[src/rtl/wdt_pkg.sv]
package wdt_pkg;
  localparam int DATA_W   = 32;
  localparam int NUM_REGS = 3;

  typedef enum logic [1:0] {
    SEL_NONE    = 2'd0,
    SEL_TIMEOUT = 2'd1,
    SEL_STATUS  = 2'd2,
    SEL_PET     = 2'd3
  } reg_sel_e;
endpackage

[src/rtl/wdt_addr_decode.sv]
module wdt_addr_decode
  import wdt_pkg::*;
#(
  parameter int ADDR_W = 8,
  parameter int BASE   = 0,
  parameter int STRIDE = 4
) (
  input  logic [ADDR_W-1:0] addr_i,
  output reg_sel_e          sel_o
);
  logic [NUM_REGS-1:0] hit;

  for (genvar k = 0; k < NUM_REGS; k++) begin : g_hit
    assign hit[k] = (addr_i == ADDR_W'(BASE + k * STRIDE));
  end

  always_comb begin
    if (hit[0])      sel_o = SEL_TIMEOUT;
    else if (hit[1]) sel_o = SEL_STATUS;
    else if (hit[2]) sel_o = SEL_PET;
    else             sel_o = SEL_NONE;
  end
endmodule

[src/rtl/wdt_countdown.sv]
module wdt_countdown #(
  parameter int          CNT_W   = 31,
  parameter int unsigned DEFAULT = 1000
) (
  input  logic             clk_i,
  input  logic             rst_ni,
  input  logic             run_i,
  input  logic             load_i,
  input  logic [CNT_W-1:0] load_val_i,
  output logic             expire_o
);
  logic [CNT_W-1:0] cnt_q;

  // load beats expiry in the same cycle
  assign expire_o = run_i && !load_i && (cnt_q == '0);

  always_ff @(posedge clk_i or negedge rst_ni) begin
    if (!rst_ni)                      cnt_q <= CNT_W'(DEFAULT);
    else if (load_i)                  cnt_q <= load_val_i;
    else if (run_i && cnt_q != '0)    cnt_q <= cnt_q - 1'b1;
  end
endmodule

[src/rtl/wdt_bite_flag.sv]
module wdt_bite_flag (
  input  logic clk_i,
  input  logic rst_ni,
  input  logic set_i,
  input  logic clr_i,
  output logic flag_o
);
  always_ff @(posedge clk_i or negedge rst_ni) begin
    if (!rst_ni)     flag_o <= 1'b0;
    else if (clr_i)  flag_o <= 1'b0;
    else if (set_i)  flag_o <= 1'b1;
  end
endmodule

[src/rtl/wdt_core.sv]
module wdt_core
  import wdt_pkg::*;
#(
  parameter int          ADDR_W          = 8,
  parameter int          BASE            = 0,
  parameter int          STRIDE          = 4,
  parameter int          CNT_W           = 31,
  parameter int unsigned DEFAULT_TIMEOUT = 1000,
  parameter logic [7:0]  PET_KEY         = 8'h5A
) (
  input  logic              clk_i,
  input  logic              rst_ni,
  input  logic              wr_en_i,
  input  logic              rd_en_i,
  input  logic [ADDR_W-1:0] addr_i,
  input  logic [31:0]       wdata_i,
  output logic [31:0]       rd_data_o,
  output logic              rd_valid_o,
  output logic              bite_o
);
  localparam int PAD_W = DATA_W - CNT_W;

  reg_sel_e         sel;
  logic [CNT_W-1:0] timeout_q;
  logic             flag;
  logic             expire;
  logic             wr_timeout, wr_clear, wr_pet_ok;
  logic             load;
  logic [CNT_W-1:0] load_val;
  logic [31:0]      rd_mux;

  wdt_addr_decode #(
    .ADDR_W(ADDR_W), .BASE(BASE), .STRIDE(STRIDE)
  ) u_decode (
    .addr_i(addr_i),
    .sel_o (sel)
  );

  assign wr_timeout = wr_en_i && (sel == SEL_TIMEOUT);
  assign wr_clear   = wr_en_i && (sel == SEL_STATUS) && !wdata_i[0];
  assign wr_pet_ok  = wr_en_i && (sel == SEL_PET) && (wdata_i[31:24] == PET_KEY) && !flag;

  assign load     = wr_timeout || wr_clear || wr_pet_ok;
  assign load_val = wr_timeout ? wdata_i[CNT_W-1:0] : timeout_q;

  always_ff @(posedge clk_i or negedge rst_ni) begin
    if (!rst_ni)         timeout_q <= CNT_W'(DEFAULT_TIMEOUT);
    else if (wr_timeout) timeout_q <= wdata_i[CNT_W-1:0];
  end

  wdt_countdown #(
    .CNT_W(CNT_W), .DEFAULT(DEFAULT_TIMEOUT)
  ) u_count (
    .clk_i     (clk_i),
    .rst_ni    (rst_ni),
    .run_i     (!flag),
    .load_i    (load),
    .load_val_i(load_val),
    .expire_o  (expire)
  );

  wdt_bite_flag u_flag (
    .clk_i (clk_i),
    .rst_ni(rst_ni),
    .set_i (expire),
    .clr_i (wr_clear),
    .flag_o(flag)
  );

  assign bite_o = flag;

  always_comb begin
    unique case (sel)
      SEL_TIMEOUT: rd_mux = {{PAD_W{1'b0}}, timeout_q};
      SEL_STATUS:  rd_mux = {31'b0, flag};
      default:     rd_mux = '0;
    endcase
  end

  always_ff @(posedge clk_i or negedge rst_ni) begin
    if (!rst_ni) begin
      rd_valid_o <= 1'b0;
      rd_data_o  <= '0;
    end else begin
      rd_valid_o <= rd_en_i;
      if (rd_en_i) rd_data_o <= rd_mux;
    end
  end
endmodule

[config.mk]
export PLATFORM = sky130hd
export DESIGN_NAME = wdt_core
export DESIGN_NICKNAME = d
export VERILOG_FILES = /design/src/rtl/wdt_pkg.sv /design/src/rtl/wdt_addr_decode.sv /design/src/rtl/wdt_countdown.sv /design/src/rtl/wdt_bite_flag.sv /design/src/rtl/wdt_core.sv
export SDC_FILE = /design/constraint.sdc
export NUM_CORES = 1
export LEC_CHECK = 0
export ABC_AREA = 0
export BUFFER_PORTS_ARGS = -buffer_cell sky130_fd_sc_hd__buf_2
export CAP_MARGIN = 20
export CORE_MARGIN = 4
export CORE_UTILIZATION = 34
export CTS_BUF_LIST = sky130_fd_sc_hd__clkbuf_8
export CTS_CLUSTER_DIAMETER = 80
export DETAILED_ROUTE_END_ITERATION = 8
export GPL_ROUTABILITY_DRIVEN = 0
export GPL_TIMING_DRIVEN = 0
export PLACE_DENSITY = 0.56
export SLEW_MARGIN = 30
export SYNTH_ARGS = -nofsm -noshare
export SYNTH_HDL_FRONTEND = slang
export SYNTH_HIERARCHICAL = 1
export SYNTH_SLANG_ARGS = --single-unit
[constraint.sdc]
create_clock -name clk_i -period 2.3 [get_ports clk_i]
set_input_delay 0.115 -clock clk_i [delete_from_list [all_inputs] [get_ports clk_i]]
set_output_delay 0.115 -clock clk_i [all_outputs]
set_load 0.05 [all_outputs]
# --- Word level (Yosys, flattened, before mapping) ---
# Cells that the tools add are included.
totals:
  register_bits: 96
  inputBits: 44
  out_inout_bits: 34
  elab_cells: 40
op_classes:
  add_sub_neg: 1
  eq_ne: 6
  mux: 9
  n_reduce_logical: 19
ops:
  columns: ["op", "n"]
  rows:
  - ["2-to-1 mux 31 bit", 3]
  - ["one-hot mux 31 bit (2 select lines)", 1]
  - ["logical NOT 31 bit", 1]
  - ["nonzero test 31 bit", 1]
  - ["subtractor 31 x 1 -> 31 bit, second input constant", 1]
  - ["logical AND 1 bit", 9]
  - ["equality test 8 x 3 -> 1 bit, second input constant", 1]
  - ["equality test 8 x 4 -> 1 bit, second input constant", 1]
  - ["equality test 8 x 7 -> 1 bit, second input constant", 1]
  - ["logical NOT 8 bit", 1]
  - ["2-to-1 mux 2 bit", 3]
  - ["equality test 2 bit, second input constant", 2]
  - ["nonzero test 2 bit", 2]
  - ["logical NOT 1 bit", 3]
  - ["equality test 2 x 1 -> 1 bit, second input constant", 1]
  - ["logical OR 1 bit", 2]
  - ["2-to-1 mux 1 bit", 2]

# --- Longest topological paths before layout ---
# Gate-level depths: netlist of run 1.
logic_depth:
  ltp_word: 14
  depth_mapped: 10
  ltp_nobuf: 9

# --- Modules after synthesis ---
# The synthesis of run 1 kept the hierarchy.
modules_own_cells:
  columns: ["mod", "instances", "cells_each", "area_per_inst_um2", "seq_area_each_um2"]
  rows:
  - ["wdt_core", 1, 216, 2685.1, 1584.0]
  - ["wdt_countdown", 1, 223, 1959.4, 783.3]
  - ["wdt_addr_decode", 1, 4, 38.8, 0.0]
  - ["wdt_bite_flag", 1, 2, 35.0, 25.0]

# --- Worst setup path before layout of run 1 ---
# No wires, ideal clock.
synth_timing:
  path_kind: "input port to flip-flop"
  start: "input addr_i[5]"
  end: "register u_flag.flag_o"
  arrival_time_ps: 2500
  t_required_ps: 2234
  setup_slack_ps: -266
  path_stages: 10
  cell_sequence: "or4_4 > nor4_1 > inv_1 > ha_1 > and3b_1 > a221o_1 > clkbuf_1 > clkbuf_1 > nor4_1 > o21ba_1"
synth_between:
  elab_chain_cells: 13
synth_lines:
  columns: ["element", "line_no", "source"]
  rows:
  - ["start: declaration", "wdt_core.sv:15", "input logic [ADDR_W-1:0] addr_i,"]
  - ["equality test 8 x 4 -> 1 bit", "wdt_addr_decode.sv:14", "assign hit[k] = (addr_i == ADDR_W'(BASE + k * STRIDE));"]
  - ["2-to-1 mux 2 bit", "wdt_addr_decode.sv:20", "else if (hit[2]) sel_o = SEL_PET;"]
  - ["2-to-1 mux 2 bit", "wdt_addr_decode.sv:19", "else if (hit[1]) sel_o = SEL_STATUS;"]
  - ["2-to-1 mux 2 bit (*)", "wdt_addr_decode.sv:18", "if (hit[0]) sel_o = SEL_TIMEOUT;"]
  - ["net sel[0]", "wdt_core.sv:23", "reg_sel_e sel;"]
  - ["equality test 2 bit (*)", "wdt_core.sv:40", "assign wr_clear = wr_en_i && (sel == SEL_STATUS) && !wdata_i[0];"]
  - ["logical AND 1 bit (*) (2 in series)", "wdt_core.sv:40", null]
  - ["net wr_clear", "wdt_core.sv:27", "logic wr_timeout, wr_clear, wr_pet_ok;"]
  - ["logical OR 1 bit (*) (2 in series)", "wdt_core.sv:43", "assign load = wr_timeout || wr_clear || wr_pet_ok;"]
  - ["net load", "wdt_core.sv:28", "logic load;"]
  - ["logical NOT 1 bit (*)", "wdt_countdown.sv:15", "assign expire_o = run_i && !load_i && (cnt_q == '0);"]
  - ["logical AND 1 bit (*) (2 in series)", "wdt_countdown.sv:15", null]
  - ["net expire", "wdt_core.sv:26", "logic expire;"]
  - ["nonzero test 2 bit (no source line) (*)", null, null]
  - ["end signal: assignment", "wdt_bite_flag.sv:9", "if (!rst_ni) flag_o <= 1'b0;"]
  - ["end signal: assignment", "wdt_bite_flag.sv:10", "else if (clr_i) flag_o <= 1'b0;"]
  - ["end signal: assignment", "wdt_bite_flag.sv:11", "else if (set_i) flag_o <= 1'b1;"]
  - ["end: declaration", "wdt_bite_flag.sv:6", "output logic flag_o"]
# The timed path passes the listed nets; every way through them passes the cells marked *.
# A chain may end at the register's enable or synchronous reset.

# --- Final worst setup path of run 1 ---
layout_timing:
  start: "register u_count.cnt_q[15]"
  end: "register u_count.cnt_q[27]"
layout_between:
  elab_chain_cells: 3
layout_lines:
  columns: ["element", "line_no", "source"]
  rows:
  - ["start: declaration", "wdt_countdown.sv:12", "logic [CNT_W-1:0] cnt_q;"]
  - ["start signal: assignment", "wdt_countdown.sv:18", "if (!rst_ni) cnt_q <= CNT_W'(DEFAULT);"]
  - ["start signal: assignment", "wdt_countdown.sv:19", "else if (load_i) cnt_q <= load_val_i;"]
  - ["start signal: assignment", "wdt_countdown.sv:20", "else if (run_i && cnt_q != '0) cnt_q <= cnt_q - 1'b1;"]
  - ["subtractor 31 x 1 -> 31 bit / nonzero test 31 bit (equally long branches)", "wdt_countdown.sv:20", null]
  - ["2-to-1 mux 31 bit / logical AND 1 bit (equally long branches)", "wdt_countdown.sv:20", null]
  - ["2-to-1 mux 31 bit / nonzero test 2 bit (equally long branches)", null, null]
# Parallel ways exist; a longest one is shown, timed or not. The select of a mux whose other input is x is not followed.

==> flow_metrics.tcl, run 1 <==
set metrics [dict create \
    cts_buffers 9 \
    layout.nets 620 \
    cts_tree "done" \
    syn_inst 445 \
    grt-ovfl-total 0 \
    grt_max_degree 51 \
    maxSlewHeadroom_pct 62.75 \
    r2r_start "u_count/cnt_q[15]$_DFFE_PN0P_" \
    clock-sinks 95 \
    core_area_um2 13400 \
    total_power_mw 3.651 \
    crit_required_ns 2.56 \
    synth_edf_count 0 \
    ys_seq_elements 95 \
    num_vias 3742 \
    fin_crit_sh_pct 96.66 \
    wirelength_mm 11.54 \
    clock_latency_ns 0.36 \
    ys.flop_type "dfrtp_1" \
    critPathArrivalTime_ns 2.48 \
    ys_async_sr_fraction_pct 100.0 \
    path_buf_inv 1 \
    antenna_found_initial 0 \
    viasPerCell 4.969 \
    antenna_cells 0 \
    drv_slew 0 \
    reg2regPathDepth 6 \
    hp-start "wdata_i[27]" \
    fin_area_um2 6086 \
    initial_core_util_pct 35.21 \
    yosysUniqueCellTypes 57 \
    seq_area_frac_synth_pct 50.70 \
    end_kind "flip-flop" \
    cts-root-buf "clkbuf_8" \
    post-place-ws_ns -0.5853 \
    timing.rr.end "u_count/cnt_q[27]$_DFFE_PN0P_" \
    fin_ws_ns 0.07672 \
    post_dp_cell_area_um2 5395 \
    post-dp-hpwl_mm 8.169 \
    clkTransAtPathRegs_ns 0.09 \
    multiInputGateArea_um2 2182 \
    postRouteAntennaNets 0 \
    first_iter_violations 156 \
    maxCapViolations 0 \
    hold_viol 0 \
    path_max_fanout 5 \
    die_area_um2 15830 \
    mostFrequentLayoutCells "82 x dfrtp_1, 81 x buf_2, 52 x o21ai_0" \
    r2r_slack_ns 0.08 \
    powerDensity_nw_per_um2 600.0 \
    avgRoutedWirePerCell_um 15.32 \
    finalClockSkew_ns 0.009526 \
    rows 42 \
    grt_pass1_vias 3947 \
    min_to "timeout_q[27]$_DFF_PN0_" \
    port_buffers 76 \
    first_pass_iters 4 \
    num_io_pins 78 \
    fill_cells 1292 \
    maxClockFrequency_ghz 0.4498 \
    worstHoldPathType "in2reg" \
    slowest_delay_ns 0.60 \
    crit_chain "or4_4 > nor4_4 > buf_4 > nand4_1 > xnor2_1 > mux2_2" \
    regArea_um2 2394 \
    status "completed" \
    critical_path.top_delay_family "simple AND/OR/NAND/NOR gates" \
    finish.utilization_pct 45.42 \
    synth_fp_nets 493 \
    grt_pass1_wl_mm 19.42 \
    syn_area_per_cell_um2 10.60 \
    layout-drive-gt1-share_pct 33.80 \
    drc 0 \
    final_common_cell "dfrtp_1" \
    p_leak_nw 2.654 \
    yosysWarnings 6 \
    setup_violations 0 \
    syn_to_final_growth_pct 28.98 \
    whs_path_depth 2 \
    die_x_um 125.8 \
    grt.total_usage_pct 14.88 \
    critPathKind "reg2reg" \
    netlist_area_um2 4718 \
    max_slew.worst_pin.slew_ns 0.5546 \
    clk_path_buf_depth 2 \
    fp.dieH_um 125.8 \
    cp-start-kind "flip-flop" \
    min_period_ns 2.223 \
    ir_worst_vdd_uv 317.0 \
    startpoint "u_count/cnt_q[15]$_DFFE_PN0P_" \
    critPathSlowestCell "or4_4" \
    htreeDepth 3 \
]
## how the worst max path moves through the flow
stage	end	slack (ns)	cells past startpoint
after global placement	u_flag/flag_o$_DFFE_PN0P_	-0.58	11
after global routing	u_count/cnt_q[22]$_DFFE_PN0P_	-0.03	7
final	u_count/cnt_q[27]$_DFFE_PN0P_	0.08	6
after CTS	u_count/cnt_q[29]$_DFFE_PN0P_	0.001	6
after floorplan	u_flag/flag_o$_DFFE_PN0P_	-0.06	10
after detailed placement	u_flag/flag_o$_DFFE_PN0P_	-0.59	11
## per-layer routing
metal / up-vias / share of wire [%] / GRT usage, % / routed length, um
met3: 10 / 3.5 / 3.387 / 409
met1: 1835 / 47 / 20.05 / 5373
li1: 1837 / - / - / -
met2: 60 / 48 / 24.17 / 5573
met5: - / 0 / 0 / 0
met4: 0 / 1.6 / 4.290 / 180
## layout make-up
| class | instances | share of cell area, % |
|---|---|---|
| flip-flops and latches | 95 | 39.33 |
| inverters | 38 | 2.426 |
| clock buffers | 11 | 2.488 |
| repair buffers | 118 | 13.18 |
| clock inverters | 5 | 0.4112 |
| well taps | 176 | 3.618 |
| multi-input cells | 286 | 35.86 |
| plain buffers | 24 | 2.693 |
## state kept, by name (all words and copies together) (netlist names)
register       cells
rd_data_o         31
timeout_q         31
u_count/cnt_q     31
rd_valid_o         1
u_flag/flag_o      1
## cells by family (layout without fill, tap and decap cells)
| kind of cell | after synthesis | after routing | synth area share (%) |
|---|---|---|---|
| AO/OA/AOI/OAI | 88 | 88 | 11.35 |
| flip-flops | 95 | 95 | 50.70 |
| AND/OR/NAND/NOR | 141 | 141 | 17.08 |
| XOR/XNOR | 17 | 17 | 3.156 |
| buffers and inverters | 64 | 196 | 5.887 |
| multiplexers | 35 | 35 | 10.69 |
| other | 1 | 1 | 0.07948 |
| adder cells (fa/ha/maj) | 4 | 4 | 1.061 |
## timing repair
| item | 4_1_cts | 5_1_grt |
|---|---|---|
| hold buffers | 27 | 0 |
| hold endpoints to repair | 71 | 0 |
| pin swaps | 0 | 6 |
| buffers inserted | 0 | 14 |
| setup endpoints to repair | 29 | 32 |
| gates cloned | 0 | 0 |
| gates resized for setup | 10 | 29 |
## worst register-to-register path: stages (launching register included)
cell	delay (ns)
dfrtp_1	0.43
or4_4	0.60
nor4_4	0.39
buf_4	0.19
nand4_1	0.12
xnor2_1	0.14
mux2_2	0.26
## power breakdown
part | internal, mW | switching [mW] | leakage (nW)
sequential | 1.87 | 0.234 | 1.19
combinational | 0.288 | 0.251 | 1.37
clock | 0.442 | 0.570 | 0.0977
## cell usage after synthesis (9+ instances only)
master	number	area, um2
mux2_4	30	450.4
nand3_1	38	190.2
clkbuf_1	15	56.30
dfrtp_1	83	2077
dfstp_2	12	315.3
inv_1	37	138.9
a31oi_1	13	81.33
nand4_1	9	56.30
nand2_1	29	108.9
xnor2_1	9	78.83
o21ai_0	52	260.3
nor4_1	9	56.30
nor2_1	15	56.30
## through the flow
stage	hold WS, ns	TNS (ns)	instances
CTS	0.003193	0	741
floorplan	-0.1806	-0.1034	445
finish	0.01834	0	753
global route	0.003265	-0.03745	753
global placement	0.2410	-11.33	697
detailed placement	0.07698	-12.04	698
Note: power is estimated with default switching activity, not from simulation.
==> run 2: changes to the inputs <==
--- a/config.mk
+++ b/config.mk
@@ -16,8 +16,9 @@
 export GPL_ROUTABILITY_DRIVEN = 0
 export GPL_TIMING_DRIVEN = 0
 export PLACE_DENSITY = 0.56
+export SKIP_CTS_REPAIR_TIMING = 1
 export SLEW_MARGIN = 30
 export SYNTH_ARGS = -nofsm -noshare
 export SYNTH_HDL_FRONTEND = slang
-export SYNTH_HIERARCHICAL = 1
 export SYNTH_SLANG_ARGS = --single-unit
+export TNS_END_PERCENT = 20
==> run 2 against run 1 <==
Against the previous run:
- the flow now finishes with violations (setup timing)
- utilization decreased by 1.3 points
- non-clock buffer count down 18
- die area is 4.5% lower
- count of clock-buffer cells in the layout is 2 lower
- critical path depth decreased by 1
- final cell count decreased by 2.5%
- synthesized cell count grew 0.45%
- global-route usage is 1.1 points higher
- design area shrank 7.4%
- flip-flop and latch count did not move
- register-to-register slack lost 0.17 ns
- largest power group unchanged
==> flow_metrics.tcl, run 2 <==
set metrics [dict create \
    synth_fp_nets 492 \
    ys_async_sr_fraction_pct 100.0 \
    rsz0062_at_grt "yes" \
    place_inst 696 \
    syn_inst 447 \
    hold_viol 0 \
    antenna_found_initial 0 \
    ys_seq_elements 95 \
    first_pass_iters 5 \
    synthTopCellsByCount "83 x dfrtp_1, 51 x nand2_1, 46 x o21ai_0" \
    netlist_area_um2 4492 \
    powerDensity_nw_per_um2 585.4 \
    fin_crit_sh_pct 103.9 \
    grt_pass1_wl_mm 18.67 \
    ir_worst_vdd_uv 224.0 \
    fin_area_um2 5638 \
    layout.nets 602 \
    post_dp_cell_area_um2 5122 \
    critical_path.top_delay_family "simple AND/OR/NAND/NOR gates" \
    wl_met3_um 539 \
    path_max_fanout 5 \
    synthTopCellsByArea "dfrtp_1 46%, mux2_2 8.0%, dfstp_2 7.0%, o21ai_0 5.1%, nand2_1 4.3%" \
    grt.total_usage_pct 15.94 \
    met1_length_mm 5.222 \
    yosysUniqueCellTypes 55 \
    die_x_um 122.9 \
    wirelength_mm 11.73 \
    syn_to_final_growth_pct 25.52 \
    syn_area_per_cell_um2 10.05 \
    r2r_slack_ns -0.09 \
    combinationalPowerShare_pct 11.0 \
    final_cells 734 \
    die_area_um2 15110 \
    reg2regPathDepth 5 \
    met2WireLength_mm 5.806 \
    fill_cells 1241 \
    avgRoutedWirePerCell_um 15.98 \
    antenna_cells 0 \
    post-dp-hpwl_mm 8.197 \
    crit_required_ns 2.59 \
    ys.flop_type "dfrtp_1" \
    setup_violations 3 \
    port_buffers 76 \
    drc 0 \
    hp-start "wdata_i[4]" \
    first_iter_violations 243 \
    violations "setup timing" \
    seq_area_frac_synth_pct 53.26 \
    fin_ws_ns -0.08929 \
    synth-compound-area-share_pct 13.48 \
    htreeDepth 3 \
    postRouteAntennaNets 0 \
    cts_buffers 9 \
    p_seq_share_pct 58.2 \
    fp.dieH_um 122.9 \
    path_buf_inv 0 \
    maxSlewHeadroom_pct 46.84 \
    p_int_mw 2.378 \
    critPathSlowestCell "or4_4" \
    r2r_start "u_count.cnt_q[4]$_DFFE_PN0P_" \
    worstHoldPathType "in2reg" \
    reg_top3 "rd_data_o (31), timeout_q (31), u_count.cnt_q (31)" \
    synth-adder-area-share_pct 0.2786 \
    status "finished, violations left" \
    cts_tree "done" \
    synth_top_area_cell "dfrtp_1" \
    synth_top_area_share_pct 46.24 \
    grt_max_degree 66 \
    grt_pass1_vias 3601 \
    critPathArrivalTime_ns 2.67 \
    timing.rr.end "u_count.cnt_q[11]$_DFFE_PN0P_" \
    finalClockSkew_ns 0.01271 \
    rows 41 \
    num_vias 3685 \
    mostFrequentLayoutCells "80 x dfrtp_1, 75 x buf_2, 51 x nand2_1" \
    synth_edf_count 0 \
    cpMostUsedCell "or4_4" \
    p_sw_share_pct 27.94 \
    slowest_delay_ns 0.50 \
    synth_top_family_by_area "simple AND/OR/NAND/NOR gates" \
    clock_latency_ns 0.37 \
    p_leak_nw 2.409 \
    min_period_ns 2.389 \
    clock-sinks 95 \
    yosysWarnings 0 \
    yosysMostFrequentCell "dfrtp_1" \
    maxClockFrequency_ghz 0.4185 \
    total_power_mw 3.300 \
    synthXorXnorAreaFrac_pct 1.755 \
    max_slew.worst_pin.slew_ns 0.7974 \
    crit_chain "or4_4 > or4_4 > or4_4 > or3_1 > a31oi_1" \
    viasPerCell 5.020 \
    end_kind "flip-flop" \
    muxShareOfSynthArea_pct 8.245 \
    holdWs_ns 0.001544 \
    num_io_pins 78 \
    cp.depth 5 \
    final_common_cell "dfrtp_1" \
    top_layer "met4" \
    min_to "timeout_q[4]$_DFF_PN0_" \
    cp-start-kind "flip-flop" \
    clkTransAtPathRegs_ns 0.10 \
    initial_core_util_pct 35.17 \
    clockPowerShare_pct 30.8 \
    drv_slew 0 \
    yosys.area_share.simple_pct 17.60 \
    clk_path_buf_depth 2 \
    critPathKind "reg2reg" \
    switchingPower_mw 0.9221 \
    whs_path_depth 2 \
    maxCapViolations 0 \
    core_area_um2 12770 \
    layout-drive-gt1-share_pct 31.85 \
    cts-root-buf "clkbuf_8" \
    grt-ovfl-total 0 \
    post-place-ws_ns -0.3597 \
]
-- run 2: cell types whose count changed in the layout (fill, tap and decap cells not counted), moves of 8 or more --
cell,previous run,this run
clkbuf_1,7,16
mux2_2,3,32
mux2_4,30,0
dlygate4sd3_1,27,17
nand3_1,37,4
nand2_1,29,51
xor2_1,8,0
nor2_1,15,23
-- run 2: area by class of cell --
type / count / area [um2] / share of cell area (%)
buffer: 24 / 117.6 / 2.086
timing repair buffer: 100 / 629.4 / 11.16
sequential: 95 / 2396 / 42.50
multi-input combinational: 291 / 1971 / 34.95
inverter: 36 / 135.1 / 2.397
clock inverter: 7 / 50.05 / 0.8877
tap: 172 / 215.2 / 3.817
clock buffer: 9 / 123.9 / 2.197
-- run 2: through the flow --
stage / setup TNS, ns / util [%]
final: -0.1786 / 44.14
after CTS: -6.605 / 41.46
after global routing: -1.533 / 44.14
after floorplan: -0.03933 / -
after detailed placement: -5.458 / 40.10
after global placement: -5.233 / 39.84
-- run 2: how the worst max path moves through the flow --
stage / to / from / slack [ns]
finish: u_count.cnt_q[11]$_DFFE_PN0P_ / u_count.cnt_q[4]$_DFFE_PN0P_ / -0.09
floorplan: u_count.cnt_q[11]$_DFFE_PN0P_ / u_count.cnt_q[5]$_DFFE_PN1P_ / -0.04
global placement: u_count.cnt_q[21]$_DFFE_PN0P_ / u_count.cnt_q[11]$_DFFE_PN0P_ / -0.36
detailed placement: u_count.cnt_q[21]$_DFFE_PN0P_ / u_count.cnt_q[15]$_DFFE_PN0P_ / -0.36
CTS: u_count.cnt_q[21]$_DFFE_PN0P_ / u_count.cnt_q[15]$_DFFE_PN0P_ / -0.41
global route: u_count.cnt_q[23]$_DFFE_PN0P_ / u_count.cnt_q[4]$_DFFE_PN0P_ / -0.19
-- run 2: cell families after synthesis --
group,count (synthesis)
DFF,95
other,1
muxes,33
adders and majority gates,1
xor gates and xnor gates,9
buffers and inverters,61
and+or+nand+nor,150
AOI/OAI and AO/OA,97
-- run 2: routing by layer --
layer  global-route usage, %  vias to the layer above
met5                       0                        -
met4                   4.129                        0
met3                   3.339                       12
met2                   27.26                       73
met1                   20.59                     1792
li1                        -                     1808
-- run 2: power groups by stage --
stage                     registers (mW)  clock network [mW]  logic (mW)
after global placement              1.93                   0       0.320
after CTS                           1.91                1.06       0.338
after floorplan                     1.91                   0       0.201
after global routing                1.94                1.12       0.416
final                               1.92                1.02       0.365
after detailed placement            1.93                   0       0.337
